**src/rtl/dsn_pkg.sv**
```systemverilog
package dsn_pkg;
  typedef enum logic [3:0] {
    XF_SEQ    = 4'd0,
    XF_BEQ    = 4'd1,
    XF_BNE    = 4'd2,
    XF_BGEZ   = 4'd3,
    XF_BGTZ   = 4'd4,
    XF_BLEZ   = 4'd5,
    XF_BLTZ   = 4'd6,
    XF_BGEZL  = 4'd7,
    XF_BLTZL  = 4'd8,
    XF_JMP    = 4'd9,
    XF_JMPL   = 4'd10,
    XF_JIND   = 4'd11
  } xfer_e;

  localparam int KIND_W = 4;
endpackage

```
**src/rtl/dsn_cond.sv**
```systemverilog
module dsn_cond
  import dsn_pkg::*;
#(
  parameter int DATA_W = 32
) (
  input  xfer_e             kind,
  input  logic [DATA_W-1:0] op_a,
  input  logic [DATA_W-1:0] op_b,
  output logic              is_br,
  output logic              taken
);
  logic a_neg, a_zero, a_eq_b;

  assign a_neg  = op_a[DATA_W-1];
  assign a_zero = (op_a == '0);
  assign a_eq_b = (op_a == op_b);

  always_comb begin
    is_br = 1'b1;
    taken = 1'b0;
    unique case (kind)
      XF_BEQ:            taken = a_eq_b;
      XF_BNE:            taken = !a_eq_b;
      XF_BGEZ, XF_BGEZL: taken = !a_neg;
      XF_BGTZ:           taken = !a_neg && !a_zero;
      XF_BLEZ:           taken = a_neg || a_zero;
      XF_BLTZ, XF_BLTZL: taken = a_neg;
      default:           is_br = 1'b0;
    endcase
  end
endmodule

```
**src/rtl/dsn_target.sv**
```systemverilog
module dsn_target
  import dsn_pkg::*;
#(
  parameter int ADDR_W = 32,
  parameter int OFF_W  = 16,
  parameter int TGT_W  = 26
) (
  input  xfer_e             kind,
  input  logic              is_br,
  input  logic              taken,
  input  logic [ADDR_W-1:0] npc_cur,
  input  logic [OFF_W-1:0]  br_off,
  input  logic [TGT_W-1:0]  jmp_tgt,
  input  logic [ADDR_W-1:0] ind_addr,
  output logic [ADDR_W-1:0] npc_nxt,
  output logic              link_req
);
  localparam int REGION_W = ADDR_W - TGT_W - 2;
  localparam int EXT_W    = ADDR_W - OFF_W - 2;

  logic [ADDR_W-1:0] seq_addr, br_step, br_addr, jmp_addr;

  assign seq_addr = npc_cur + ADDR_W'(4);
  assign br_step  = {{EXT_W{br_off[OFF_W-1]}}, br_off, 2'b00};
  assign br_addr  = npc_cur + br_step;
  assign jmp_addr = {npc_cur[ADDR_W-1 -: REGION_W], jmp_tgt, 2'b00};

  always_comb begin
    if (is_br) begin
      npc_nxt = taken ? br_addr : seq_addr;
    end else begin
      unique case (kind)
        XF_JMP, XF_JMPL: npc_nxt = jmp_addr;
        XF_JIND:         npc_nxt = ind_addr;
        default:         npc_nxt = seq_addr;
      endcase
    end
  end

  always_comb begin
    unique case (kind)
      XF_JMPL:           link_req = 1'b1;
      XF_BGEZL, XF_BLTZL: link_req = taken;
      default:           link_req = 1'b0;
    endcase
  end
endmodule

```
**src/rtl/dsn_seq.sv**
```systemverilog
module dsn_seq
  import dsn_pkg::*;
#(
  parameter int              ADDR_W     = 32,
  parameter int              OFF_W      = 16,
  parameter int              TGT_W      = 26,
  parameter int              REG_W      = 5,
  parameter int              LINK_REG   = 31,
  parameter logic [ADDR_W-1:0] START_ADDR = '0
) (
  input  logic              clk,
  input  logic              rst,
  input  logic              adv,
  input  logic [KIND_W-1:0] kind,
  input  logic [OFF_W-1:0]  br_off,
  input  logic [TGT_W-1:0]  jmp_tgt,
  input  logic [ADDR_W-1:0] ind_addr,
  input  logic [ADDR_W-1:0] op_a,
  input  logic [ADDR_W-1:0] op_b,
  output logic [ADDR_W-1:0] pc,
  output logic [ADDR_W-1:0] npc,
  output logic              link_we,
  output logic [ADDR_W-1:0] link_val,
  output logic [REG_W-1:0]  link_idx
);
  xfer_e             kind_e;
  logic              is_br, taken, link_req;
  logic [ADDR_W-1:0] npc_nxt;

  assign kind_e   = xfer_e'(kind);
  assign link_idx = REG_W'(LINK_REG);

  dsn_cond #(.DATA_W(ADDR_W)) cond_i (
    .kind  (kind_e),
    .op_a  (op_a),
    .op_b  (op_b),
    .is_br (is_br),
    .taken (taken)
  );

  dsn_target #(.ADDR_W(ADDR_W), .OFF_W(OFF_W), .TGT_W(TGT_W)) tgt_i (
    .kind     (kind_e),
    .is_br    (is_br),
    .taken    (taken),
    .npc_cur  (npc),
    .br_off   (br_off),
    .jmp_tgt  (jmp_tgt),
    .ind_addr (ind_addr),
    .npc_nxt  (npc_nxt),
    .link_req (link_req)
  );

  always_ff @(posedge clk) begin
    if (rst) begin
      pc       <= START_ADDR;
      npc      <= START_ADDR + ADDR_W'(4);
      link_we  <= 1'b0;
      link_val <= '0;
    end else begin
      link_we <= adv && link_req;
      if (adv) begin
        pc  <= npc;
        npc <= npc_nxt;
        if (link_req) link_val <= npc + ADDR_W'(4);
      end
    end
  end
endmodule

```
**config.mk**
```make
export PLATFORM = sky130hd
export DESIGN_NAME = dsn_seq
export DESIGN_NICKNAME = d
export VERILOG_FILES = /design/src/rtl/dsn_pkg.sv /design/src/rtl/dsn_cond.sv /design/src/rtl/dsn_target.sv /design/src/rtl/dsn_seq.sv
export SDC_FILE = /design/constraint.sdc
export NUM_CORES = 1
export LEC_CHECK = 0
export BUFFER_PORTS_ARGS = -buffer_cell sky130_fd_sc_hd__buf_2
export CORE_UTILIZATION = 57
export DETAILED_ROUTE_END_ITERATION = 8
export PLACE_DENSITY_LB_ADDON = 0.1
export SLEW_MARGIN = 20
export SYNTH_ARGS = -nofsm -noshare
export SYNTH_HDL_FRONTEND = slang
export SYNTH_HIERARCHICAL = 1
export SYNTH_SLANG_ARGS = --single-unit
```
**constraint.sdc**
```tcl
create_clock -name clk -period 5.88 [get_ports clk]
set_input_delay 1.176 -clock clk [delete_from_list [all_inputs] [get_ports clk]]
set_output_delay 1.176 -clock clk [all_outputs]
set_load 0.05 [all_outputs]
```
# Word level (Yosys, flattened, before mapping)
# Cells that the tools add are included.
# totals
regBits,97
input_bits,145
out_inout_bits,102
word_cells,40
# classes
add_sub_neg,2
eq_ne,13
mux,6
reduce_logical,14
# ops
op,n
two-way mux 32 bit,2
case mux 32 bit (2 select lines),1
adder 32 x 3 -> 32 bit (second input constant),1
adder 32 bit,1
equality test 32 bit,1
logical NOT 32 bit,1
equality test 4 x 3 -> 1 bit (second input constant),4
equality test 4 bit (second input constant),4
equality test 4 x 2 -> 1 bit (second input constant),2
OR reduction 2 bit,4
OR reduction 8 bit,1
case mux 1 bit (6 select lines),1
equality test 4 x 1 -> 1 bit (second input constant),1
AND reduction 2 bit,2
logical NOT 1 bit,3
logical AND 1 bit,2
inequality test 2 bit (second input constant),1
case mux 1 bit (2 select lines),1
logical OR 1 bit,1
two-way mux 1 bit,1

# Depth between registers and ports, before layout
# Gate-level depths: netlist of run 1.
# logic_depth
depth_word,6
mapped_depth,16
ltp_nobuf,14

# Hierarchy
# Netlist of run 1, hierarchy kept.
# by_module_without_submodules
module,instances,cells_each,area_each_um2,seq_area_each_um2
dsn_seq,1,430,4022.6,1941.9
dsn_target,1,511,3259.4,0.0
dsn_cond,1,68,550.5,0.0

# Least setup slack after synthesis of run 1
# No wires, ideal clock.
# synth_timing
path_kind,input to register
from,in op_a[20]
to,reg link_val[30]
setup_ns,0.092
arrival_time_ns,4.035
required_ns,5.788
setup_slack_ns,1.754
path_stages,14
path_buffers,4
cell_sequence,xor2_1 -> nor4_2 -> nand4_1 -> o32a_1 -> o311ai_2 -> clkbuf_1 -> clkbuf_1 -> nand2_1 -> o21ai_0 -> and2_0 -> clkbuf_1 -> clkbuf_1 -> nor2_1 -> nor4_1
# synth_between
elab_chain_len,6
word_cells_on_any_way,9
cone_classes,eq/ne: 1; mux: 2; reduce/logical: 6
# synth_rtl
element,line_no,rtl
from (decl),dsn_seq.sv:18,"input logic [ADDR_W-1:0] op_a,"
logical NOT 32 bit,dsn_cond.sv:15,assign a_zero = (op_a == '0);
logical NOT 1 bit,dsn_cond.sv:25,XF_BGTZ: taken = !a_neg && !a_zero;
logical AND 1 bit,dsn_cond.sv:25,
case mux 1 bit (6 select lines) (*),dsn_cond.sv:21,unique case (kind)
net taken,dsn_seq.sv:27,"logic is_br, taken, link_req;"
case mux 1 bit (2 select lines) (*),dsn_target.sv:41,unique case (kind)
net link_req,dsn_seq.sv:27,
AND reduction 2 bit (no line) (*),--,
to (signal assigned),dsn_seq.sv:64,if (link_req) link_val <= npc + ADDR_W'(4);
to (decl),dsn_seq.sv:23,"output logic [ADDR_W-1:0] link_val,"
# Mark *: on every way through the listed nets, which the timed path passes. The rest lies on a longest branch.
# A chain may end at the register's enable or synchronous reset.

# Worst setup path in the final report of run 1
# layout_timing
from,in op_a[17]
to,reg link_val[9]
# Same word-level chain as after synthesis.

==> out/results.txt, run 1 <==
The run finished with clean final reports. The run gives 3 as the maximum level of the CTS H-tree. The placeable core region is 0.0133 mm², and the number of flip-flops and latches in the synthesized netlist is 97. The first detailed-routing pass ran for 6 iterations. For the netlist area before placement, the log shows 0.00783 mm². The effective utilization at floorplan is 58.7%.

The simple-gate share of the synthesized area works out to 25.3%. The layout cell share with drive strength beyond 1 is 24.2%, and the max-slew violation count is 0. The aggregate negative setup slack is 0 ps. The tools report the setup skew after layout as 8.48 ps.

At the end of the flow the core is filled with cells to 70.1%. After legalization and detailed placement, the total HPWL measured 18.2 mm. 247 I/O pins were placed. The ratio of routed vias to standard cells is 6.22, and the number of nets in the final layout is 1381. The cell count of the worst hold path was 2.

Routed signal wires occupy layers up through met4. The logs give 11.5 mm for the sum of met2 wire segment lengths after detailed routing and 0.00207 W for the overall power after layout. The critical path runs through a total of 12 cells. In the final routing, the length of wire on met1 measures 10.8 mm.

Kind of end point of the critical path: a register. The fraction of the mapped netlist area in compound gates works out to 21.6%. The path depth of the worst reg2reg path was 11. Clock slew seen by the registers of the worst setup and hold paths: 70 ps.

Among all stages on the critical path, the largest delay is contributed by sky130_fd_sc_hd__and2_2. Area overhead of the layout relative to synthesis: 19.5%. For the routability-driven placement congestion ratio, the log shows 0.966.

For the pin with the worst max-slew slack, the measured transition is 1150 ps. The tools report the data required time of the critical path as 6120 ps. Input and output buffers added on the ports amount to 241. The insertion delay to the later sink of the worst-skew pair was 350 ps.

For the setup slack on the worst flop-to-flop path, the log shows 2780 ps. In the synthesized netlist the async set-or-reset flop fraction comes to 0%. The die is 119 µm wide. The count of cell types in the netlist came out at 71. The worst setup path is launched from an input port.

The number of failing setup endpoints in the final timing report is 0, and the multiplexer share of the synthesized area is 8.96%. The tools report the post-cts gate resize count as 0. The floorplan row count was 42.

Derived from the worst setup path, the maximum achievable clock frequency is 0.230 GHz. The run gives 1009 as the cell count after synthesis. After layout, the minimum clock period comes to 4340 ps. Excluding fillers, the count of instances in the completed layout stands at 1385.

The tools report the routed via count as 8614. The adder and majority gate portion of the synthesized area is 5.21%, and the maximum resistive drop on vdd is 0.146 mV. The most frequently used flop master after synthesis is sky130_fd_sc_hd__dfxtp_1. The longest clock path from root to sink contains 2 buffers.

Data on the critical path arrives at its endpoint at 4580 ps. The die covers 0.0142 mm². The critical path in this run is classified as input port to register. Among cell families on the critical path, the largest total delay comes from compound AO/OA/AOI/OAI gates. Entering global routing, the biggest net connects 100 pins. The height of the die was 119 µm; the number of cells in the design after placement was 1369.

Root buffer cell: sky130_fd_sc_hd__clkbuf_16. The initial antenna violation count came out at 0. Yosys printed 6 warnings. Amount of wire on met3 after detailed routing: 2.15 mm.

A synthesized cell averages 7.76 µm². In this run the remaining antenna-violating nets after routing total 0. Of all nets on the critical path, the largest fanout is 36. The tree built by TritonCTS fans out to 97 sinks. The power density over cell area came out at 221 mW/mm².

For this run the aggregate overflow at the end of global routing stands at 0. The final critical path takes up 73.8% of the cycle. The aggregate global-route resource usage is 34.4%, and the leakage power of the design is 4.20 nW. The number of antenna diodes in the final layout is 0.

The first global-routing pass estimated 39.3 mm of wire. Clock tree synthesis inserted a total of 9 buffers. The aggregate routed wire length was 25.0 mm.

Buffers inserted to repair hold after CTS numbered 0. The first routing iteration left 868 violations. The final routed wire length divided by cell count was 18.0 µm. The min-delay analysis places its worst path in the category register to register. The worst pin sits at a relative slew slack of 23.0%. For the post-synthesis sequential area ratio, the log shows 24.8%. The synthesized-area fraction occupied by xor and xnor cells was 10.1%; the DRC violation count after routing was 0. Counting both buffers and inverters, the worst setup path holds a total of 2. TritonCTS built the clock tree. Counting the fill cells in the layout gives 1165. The via count of the first global-routing pass was 7875. The number of enable-type register cells in the synthesized netlist works out to 0.

On the final layout, the worst hold slack is 462 ps. After synthesis, the cell types taking the most area are sky130_fd_sc_hd__dfxtp_1 25%, sky130_fd_sc_hd__mux2i_1 8.8%, sky130_fd_sc_hd__nor2_1 7.4%. Max-cap violations in this run came to 0. Main combinational cell family by area after synthesis: simple AND/OR/NAND/NOR gates. For the count of final hold-check violations, the log shows 0. The delay of the slowest critical-path stage was 620 ps. The library cell used most frequently in the layout, excluding fill and tap cells, is sky130_fd_sc_hd__buf_2. The tools report the number of post-CTS setup repair buffers as 0. The fraction of post-synthesis cell area in the top cell type by area works out to 24.8%.

In the layout the commonest cells are 240 x sky130_fd_sc_hd__buf_2, 153 x sky130_fd_sc_hd__nor2_1, 97 x sky130_fd_sc_hd__dfxtp_1, 70 x sky130_fd_sc_hd__nand2_1, 69 x sky130_fd_sc_hd__mux2i_1. Traced cell by cell, the critical path runs through buf_2, xor2_1, nor4_1, nand4_1, o32a_1, o311ai_4, nand2_1, o21ai_0, and2_2, buf_4, nor2_1, a211oi_1. Setup repair after global routing left no endpoint under its margin. Of all cell types, the one taking the most synthesized area is sky130_fd_sc_hd__dfxtp_1.
==> sequential cells by signal, summed over array words and instances (netlist names) <==
signal / count
link_val: 32
link_we: 1
npc: 32
pc: 32
==> path summary, 6_finish.rpt <==
| kind | from | to |
|---|---|---|
| max | op_a[17] | link_val[9] |
| max reg2reg | npc[2] | npc[22] |
| min reg2reg | link_val[0] | link_val[0] |
| min | link_val[0] | link_val[0] |
==> worst register-to-register path: stages (launching register included) <==
cell and delay (ps):
sky130_fd_sc_hd__dfxtp_1 640, sky130_fd_sc_hd__ha_1 290, sky130_fd_sc_hd__fa_1 220, sky130_fd_sc_hd__a21o_1 150
sky130_fd_sc_hd__nand4_1 140, sky130_fd_sc_hd__a21oi_1 290, sky130_fd_sc_hd__nor2_1 160, sky130_fd_sc_hd__o41ai_2 410
sky130_fd_sc_hd__xnor2_1 170, sky130_fd_sc_hd__a221oi_1 340, sky130_fd_sc_hd__mux2i_1 120, sky130_fd_sc_hd__nor2_1 100
==> kinds of logic after synthesis <==
group                    count (synthesis)
AND/OR/NAND/NOR                        397
AO/OA/AOI/OAI                          244
flip-flops                              97
XOR/XNOR                                90
buffers and inverters                   78
multiplexers                            70
adder cells (fa/ha/maj)                 32
other                                    1
==> cells in the mapped netlist (14+ instances only) <==
| master | count |
|---|---|
| sky130_fd_sc_hd__a211oi_1 | 20 |
| sky130_fd_sc_hd__a21o_1 | 20 |
| sky130_fd_sc_hd__a21oi_1 | 64 |
| sky130_fd_sc_hd__a221oi_1 | 16 |
| sky130_fd_sc_hd__a311oi_1 | 17 |
| sky130_fd_sc_hd__clkbuf_1 | 51 |
| sky130_fd_sc_hd__dfxtp_1 | 97 |
| sky130_fd_sc_hd__ha_1 | 31 |
| sky130_fd_sc_hd__mux2i_1 | 69 |
| sky130_fd_sc_hd__nand2_1 | 70 |
| sky130_fd_sc_hd__nand3_1 | 34 |
| sky130_fd_sc_hd__nand4_1 | 32 |
| sky130_fd_sc_hd__nor2_1 | 155 |
| sky130_fd_sc_hd__nor3_1 | 14 |
| sky130_fd_sc_hd__nor4_1 | 18 |
| sky130_fd_sc_hd__o21ai_0 | 39 |
| sky130_fd_sc_hd__xnor2_1 | 35 |
| sky130_fd_sc_hd__xor2_1 | 55 |
==> metal layers <==
metal	global-route usage, %	vias up
li1	-	4135
met1	45.7	3989
met2	56.8	428
met3	5.27	62
met4	10.7	0
met5	0	-
==> power breakdown <==
group	leakage, nW	switching, W	total, W	internal, W
logic	3.28	0.000449	0.000708	0.000259
clock network	0.136	0.000283	0.000578	0.000296
registers	0.789	0.0000916	0.000782	0.000691
==> cell type report <==
cell class	count	area, µm²	share of cell area, %
flip-flops and latches	97	1940	20.7
well taps	176	220	2.35
clock buffers	9	225	2.41
clock inverters	7	60.1	0.641
multi-input cells	838	5610	59.9
repair buffers	250	1280	13.6
inverters	8	30.0	0.321
==> through the flow <==
step | setup slack, ps | area, µm²
after floorplan | 1750 | 7850
after global placement | 1440 | 9080
after detailed placement | 1310 | 9080
after CTS | 1610 | 9360
after global routing | 1360 | 9360
final | 1540 | 9360
(Power assumes the default switching activity.)
==> run 2: changes to the inputs <==
--- a/config.mk
+++ b/config.mk
@@ -6,7 +6,7 @@
 export NUM_CORES = 1
 export LEC_CHECK = 0
 export BUFFER_PORTS_ARGS = -buffer_cell sky130_fd_sc_hd__buf_2
-export CORE_UTILIZATION = 57
+export CORE_UTILIZATION = 48
 export DETAILED_ROUTE_END_ITERATION = 8
 export PLACE_DENSITY_LB_ADDON = 0.1
 export SLEW_MARGIN = 20
==> constraint.sdc (replaced) <==
create_clock -name clk -period 3.77 [get_ports clk]
set_input_delay 0.754 -clock clk [delete_from_list [all_inputs] [get_ports clk]]
set_output_delay 0.754 -clock clk [all_outputs]
set_load 0.05 [all_outputs]
==> run 2 against run 1 <==
Global-route usage decreased by 2.9 points. Register-to-register slack got worse by 1900 ps. Hold slack got worse by 2.0 ps. Clock skew increased by 4.3 ps. Critical path type unchanged. Utilization decreased by 9.1 points. Routed wire length increased by 6.7%. Final area increased by 3.6%. Clock-buffer cell count increased by 1. Clock power increased by 67%. Non-clock buffer count increased by 32.
==> out/results.txt, run 2 (synthesis gave the netlist of run 1 again) <==
The normalized max-slew margin is 35.3%. The max-slew violation count is 0, and the net load switching power is 0.00129 W. Number of nets in the final layout: 1413. The library cell used most frequently in the layout, excluding fill and tap cells, is sky130_fd_sc_hd__buf_2.

The largest driver fanout on the critical path is 8, and the total inserted antenna cells is 0. The tools report the global-route congestion overflow total as 0. met2 is the most crowded layer. The logs give 0.00204 W for the design internal power and 0 for the remaining number of nets flagged by the antenna check after routing. The run gives 0.00333 W as the overall power after layout.

The slowest stage of the critical path is the sky130_fd_sc_hd__or4_1 cell. The flow ran to the end, and the final reports show no timing, DRC or antenna violations. The logs give 7989 for the via count of the first global-routing pass and 0 for the count of final hold-check violations. In this run the tool buffered the top-level ports with 241 buffer cells. The clock reaches the later pin of the worst-skew pair after 360 ps.

Power share of the sequential group: 34.6%. Across all register-to-register paths, the minimum setup slack is 850 ps. The area overhead of the layout relative to synthesis is 23.8%. The critical path is of the input port to register type. For this run, design rule violations remaining after detail routing come to 0. The die covers 0.0168 mm². The worst hold path belongs to the class register to register. Setup repair after global routing left no endpoint under its margin.

The maximum resistive drop on vdd was 0.282 mV. The cell sitting at the root of the clock tree is a sky130_fd_sc_hd__clkbuf_16. The launch point of the worst hold path was link_val[0]. The H-tree was split into 3 levels. The chip width is 130 µm.

Of the cells placed in the final design, the portion with a size suffix greater than 1 is 26.1%. For this run, the detailed router's first-pass iteration total came to 5. For this run, global-route usage on met3 was measured as 4.72%. After clock tree synthesis, the flow added hold-fix buffers numbering 0. Traced cell by cell, the critical path runs through buf_2, xor2_1, nor4_1, nand4_1, o32a_1, o311ai_4, nand2_1, o21ai_0, buf_4, nand2_1, or3_1, or4_1, nand3_1.

Clock-pin slew was measured on the worst setup and hold paths at 70 ps. The critical path starts at op_a[17]. The worst register-to-register path begins at npc[3]. On the final layout, the worst hold slack is 460 ps. After detailed routing, the average wire length per cell comes to 18.3 µm. Buffers added to address setup during post-CTS repair amount to 0. For the worst setup path, the data required time is 4070 ps. Once detailed placement completed, the half-perimeter wirelength came to 19.9 mm. TritonCTS built the clock tree. The delay of the slowest critical-path stage came out at 400 ps. Counting I/O delays and the setup requirement, the final critical path takes 3470 ps. The kind of cell adding the most delay to the critical path was simple AND/OR/NAND/NOR gates. DRC violation total after the first TritonRoute iteration: 813. Net switching is 38.9% of the power. The initialized floorplan defines 46 standard-cell rows.

Data on the critical path arrives at its endpoint at 3770 ps. In this run, CTS created clock tree buffers numbering 9. The wire length of the first global-routing pass came out at 41.4 mm. After layout, the worst path uses 92.1% of the clock period.

The region available for standard cell placement spans 0.0159 mm². 247 I/O pins were placed. The pin count of the biggest net entering global routing is 50. Gates resized during post-CTS repair numbered 0.

The initial antenna violation count was 0; the total of max-cap violations was 0. Of the total power, combinational logic draws 36.4%. The largest registers in the layout are link_val x32, npc x32, pc x32. Cell with the most instances on the worst path: sky130_fd_sc_hd__nand2_1.

The met1 layer usage reported by global route is 41.9%. The tools report the type of element launching the critical path as an input port. The number of failing setup endpoints in the final timing report was 0; the maximum clock frequency was 0.288 GHz.

For the clock sink total, the log shows 97. In this run the power density over the cells is 344 mW/mm². The number of buffer and inverter instances along the worst setup path was 2; the actual transition at the worst max-transition pin was 971 ps. Using the TritonRoute via totals, the vias-per-cell ratio works out to 5.93. The aggregate routed wire length was 26.7 mm; the aggregate global-route resource usage was 31.5%. The die is 130 µm tall.

The run gives 0.973 as the routability-driven placement congestion ratio. The clock passes through at most 2 buffers. For this design the static power due to leakage is 4.38 nW. For this run, global-route usage on met2 was measured as 51.8%. The top cell types in the final layout, fill and taps aside, are 240 x sky130_fd_sc_hd__buf_2, 153 x sky130_fd_sc_hd__nor2_1, 97 x sky130_fd_sc_hd__dfxtp_1, 70 x sky130_fd_sc_hd__nand2_1, 69 x sky130_fd_sc_hd__mux2i_1.

The detailed router placed 8637 vias in this run. Once the floorplan was initialized, standard cells occupied 49.3% of the core. The worst setup path is captured at a register. The clock network burns 29.0% of the power.

On the final layout, the worst clock skew is 12.8 ps.
==> run 2: cell count changes in the layout (fill, tap and decap cells not counted) <==
cell	before	now
sky130_fd_sc_hd__buf_4	10	40
sky130_fd_sc_hd__buf_12	0	2
sky130_fd_sc_hd__bufinv_16	0	1
sky130_fd_sc_hd__clkbuf_1	0	1
sky130_fd_sc_hd__clkinv_2	1	0
sky130_fd_sc_hd__clkinv_4	0	1
sky130_fd_sc_hd__inv_6	2	1
sky130_fd_sc_hd__inv_8	2	1
==> run 2: cell type report <==
cell class                 instances  area (µm²)
clock inverter                     6        73.8
multi-input combinational        838        5610
tap                              216         270
fill                            1533        6190
inverter                           8        30.0
clock buffer                      10         229
timing repair buffer             282        1540
sequential                        97        1940
==> run 2: path summary, 6_finish.rpt <==
path,depth (start not counted),end
max,13,link_val[21]
min,2,link_val[0]
max reg2reg,10,npc[30]
min reg2reg,2,link_val[0]
==> run 2: metal layers <==
metal | wire length (µm) | vias to the layer above
met5 | 0 | -
met4 | 583 | 0
met3 | 1860 | 43
met2 | 12400 | 358
met1 | 11800 | 4042
li1 | - | 4194
==> run 2: stage by stage <==
stage	setup WS, ps	util, %	setup TNS [ps]	std cells	instance area, µm²
2_1_floorplan	65.6	-	0	1013	7850
3_3_place_gp	-35.0	59.1	-35.0	1441	9390
3_5_place_dp	-86.7	59.1	-86.7	1441	9390
4_1_cts	278	61.0	0	1457	9700
5_1_grt	19.7	61.0	0	1457	9700
6_report	297	61.0	0	1457	9700
==> run 2: power groups by stage <==
stage,Combinational [W],Clock [W],Sequential [W]
final,0.00121,0.000967,0.00115
after global routing,0.00131,0.00102,0.00116
after CTS,0.00120,0.000980,0.00115
after detailed placement,0.00119,0,0.00117
after global placement,0.00118,0,0.00117
after floorplan,0.000625,0,0.00136
==> run 2: worst reg2reg max path, cell delays in order (launching register included) <==
cell and delay (ps):
sky130_fd_sc_hd__dfxtp_1 650, sky130_fd_sc_hd__fa_1 310, sky130_fd_sc_hd__a21o_1 150, sky130_fd_sc_hd__nand4_1 140
sky130_fd_sc_hd__a21oi_1 290, sky130_fd_sc_hd__nor2_1 160, sky130_fd_sc_hd__o41ai_2 500, sky130_fd_sc_hd__a41oi_1 220
sky130_fd_sc_hd__a211oi_1 250, sky130_fd_sc_hd__mux2i_1 100, sky130_fd_sc_hd__nor2_1 100
==> run 3: changes to the inputs <==
--- a/config.mk
+++ b/config.mk
@@ -6,6 +6,7 @@
 export NUM_CORES = 1
 export LEC_CHECK = 0
 export BUFFER_PORTS_ARGS = -buffer_cell sky130_fd_sc_hd__buf_2
+export CORE_MARGIN = 3
 export CORE_UTILIZATION = 48
 export DETAILED_ROUTE_END_ITERATION = 8
 export PLACE_DENSITY_LB_ADDON = 0.1
==> run 3 against run 2 <==
Sequential power barely moved. Clock-buffer cell count fell by 1. Non-clock buffer count rose by 2. First-iteration DRC count fell by 3.2%. Die area rose by 6.3%. Largest cell class unchanged. Highest routed layer unchanged.
==> out/results.txt, run 3 (synthesis gave the netlist of run 1 again) <==
After detailed routing, the number of vias per cell comes to 5.97. Wires add up to 27.4 mm. Final routed wire length divided by cell count: 18.8 µm. After clock tree synthesis, the clock-pin slew on the worst setup and hold paths is 70 ps.

The run finished with clean final reports. The area overhead of the layout relative to synthesis was 24.0%; the sum of met2 wire segment lengths after detailed routing was 13.3 mm. The initial antenna violation count was 0.

The deepest clock path buffer count was 2. The tools report the type of element launching the critical path as an input port. After detailed routing, the number of remaining DRC violations is 0. Of all nets on the critical path, the largest fanout is 7. The critical path goes through buf_2, xor2_1, nor4_1, nand4_1, o32a_1, o311ai_4, nand2_1, o21ai_0, buf_4, nand2_1, or3_1, or4_1, nand3_1.

The DRC violation total after the first TritonRoute iteration is 787, and the maximum level of the CTS H-tree is 3. The setup check on the worst reg-to-reg path leaves a slack of 800 ps. The run gives 34.5% as the power share of the sequential group. During placement, the flow inserted port buffers numbering 241. Counting cells, the worst reg-to-reg path comes to 10.

The first global-routing pass estimated 42.6 mm of wire. The run gives 44 as the pin count of the biggest net entering global routing. The top metal layer carrying routed signals is met4. Leading cell type in the layout, fill and taps excluded: sky130_fd_sc_hd__buf_2. Cell at the slowest stage of the critical path: sky130_fd_sc_hd__or4_1. The tools report the launching point of the worst reg2reg path as npc[13].

The run gives 0.223 mV as the maximum resistive drop on vdd. The tools report the root buffer cell as sky130_fd_sc_hd__clkbuf_16. The post-route netlist has 26.3% of its cells at a drive strength greater than 1. At the pin with the least slew margin, the transition time is 771 ps.

The floorplan step set the die width to 134 µm. The path class of the lowest-slack min-delay path was register to register. Power density over cell area: 346 mW/mm². The largest registers in the layout are link_val x32, npc x32, pc x32. 247 I/O pins were placed. The amount of wire on met3 after detailed routing was 1.91 mm.

For the number of post-CTS setup repair buffers, the log shows 0. The critical path is of the input port to register type. The final critical-path share of the clock period is 91.7%. Counting stages on the worst path, the most repeated cell is sky130_fd_sc_hd__nand2_1.

Clock latency on the worst-skew pair, taken at its later pin, is 360 ps. The remaining number of nets flagged by the antenna check after routing was 0. Setup repair after global routing left no endpoint under its margin. The tools report the maximum clock frequency as 0.289 GHz.

Leakage power of the design: 4.40 nW. The max-slew violation count is 0. The delay of the slowest critical-path stage works out to 400 ps. Length of the first detailed-routing pass in iterations: 5.

The region available for standard cell placement spans 0.0159 mm². The number of nets in the final layout is 1415, and the combinational power share is 36.3%. The via count of the first global-routing pass came out at 8111. The tools report the routed via count as 8708. The number of failing setup endpoints in the final timing report was 0; the floorplan row count was 46. Internal power comes to 0.00205 W. The post-cts gate resize count came out at 0. The logs give 0.0179 mm² for the full die area and 0.00131 W for the net load switching power. The tools report the endpoint of the most critical register-to-register path as npc[28]. For this design, the sink count on the clock tree is 97. The worst setup path is captured at a register. The tightest hold margin was 457 ps. Max-cap violations in this run came to 0. Leaving out fill and tap cells, the most frequent cells in the layout are 240 x sky130_fd_sc_hd__buf_2, 153 x sky130_fd_sc_hd__nor2_1, 97 x sky130_fd_sc_hd__dfxtp_1, 70 x sky130_fd_sc_hd__nand2_1, 69 x sky130_fd_sc_hd__mux2i_1. In this run the vertical extent of the chip is 134 µm. For hold timing, the worst endpoint is link_val[1]. Routed length on met1: 11.7 mm. For this configuration, the core starts out at a cell density of 49.1%.

The aggregate negative setup slack was 0 ps; the cell count of the worst hold path was 2. The tools report the fraction of power consumed by the clock network as 29.2%. The count of final hold-check violations was 0.

The logs give 4070 ps for the data required time of the critical path and 0 for the total inserted antenna cells. The wire-length estimate of the detail-placed layout is 20.7 mm. The number of buffers inserted during clock tree synthesis was 9; the global-route congestion overflow total was 0. The routability-driven placement congestion ratio is 0.945. Layout filler cell count: 1518. Global routing used 29.5% of the available tracks across all layers. Measured against its own limit, the worst slew margin works out to 48.6%.

STA puts the critical path data arrival time at 3750 ps. Cells fill 60.9% of the core in the end. For this design, the CTS-stage hold fixing added 0 buffers.

The setup skew after layout is 12.4 ps. The startpoint identified for the worst hold timing path is link_val[1]. Of the total power, the share spent switching nets is 39.1%. TritonCTS built the clock tree. For the finished layout, the period the worst path requires is 3460 ps.
==> run 3: cell type report <==
type                       instances  area [µm²]  area share [%]
clock buffer                       9         225            2.32
clock inverter                     7        82.6           0.850
inverter                           8        30.0           0.309
multi-input combinational        838        5610            57.7
sequential                        97        1940            20.0
tap                              216         270            2.78
timing repair buffer             284        1560            16.0
==> run 3: metal layers <==
metal,up-vias,track usage [%]
li1,4202,-
met1,4108,39.2
met2,359,50.1
met3,39,4.15
met4,0,8.74
met5,-,0
==> run 3: power by group through the flow <==
stage	sequential (W)	clock, W	combinational [W]
5_1_grt	0.00117	0.00104	0.00131
2_1_floorplan	0.00136	0	0.000625
3_5_place_dp	0.00118	0	0.00120
6_report	0.00116	0.000982	0.00122
3_3_place_gp	0.00118	0	0.00119
4_1_cts	0.00116	0.00100	0.00120
==> run 3: how the worst max path moves through the flow <==
| stage | start | to | slack (ps) | cells past startpoint |
|---|---|---|---|---|
| floorplan | op_a[20] | link_val[30] | 70 | 14 |
| global placement | op_a[17] | link_val[21] | 30 | 13 |
| detailed placement | op_a[17] | link_val[21] | 20 | 13 |
| CTS | op_a[17] | link_val[21] | 380 | 13 |
| global route | op_a[17] | link_val[21] | 150 | 13 |
| finish | op_a[17] | link_val[21] | 310 | 13 |
==> run 3: worst max-delay path: cells and delay by family <==
kind	cells	cell delay (ps)
AND/OR/NAND/NOR	7	1420
buffers and inverters	2	310
AO/OA/AOI/OAI	3	1100
XOR/XNOR	1	160
==> run 3: stage by stage <==
stage | power [W] | std cells | setup WS, ps | cell area, µm²
global route | 0.00351 | 1459 | 155 | 9720
global placement | 0.00237 | 1443 | 25.1 | 9410
finish | 0.00336 | 1459 | 311 | 9720
floorplan | 0.00199 | 1013 | 65.6 | 7850
detailed placement | 0.00238 | 1443 | 21.3 | 9410
CTS | 0.00336 | 1459 | 376 | 9720
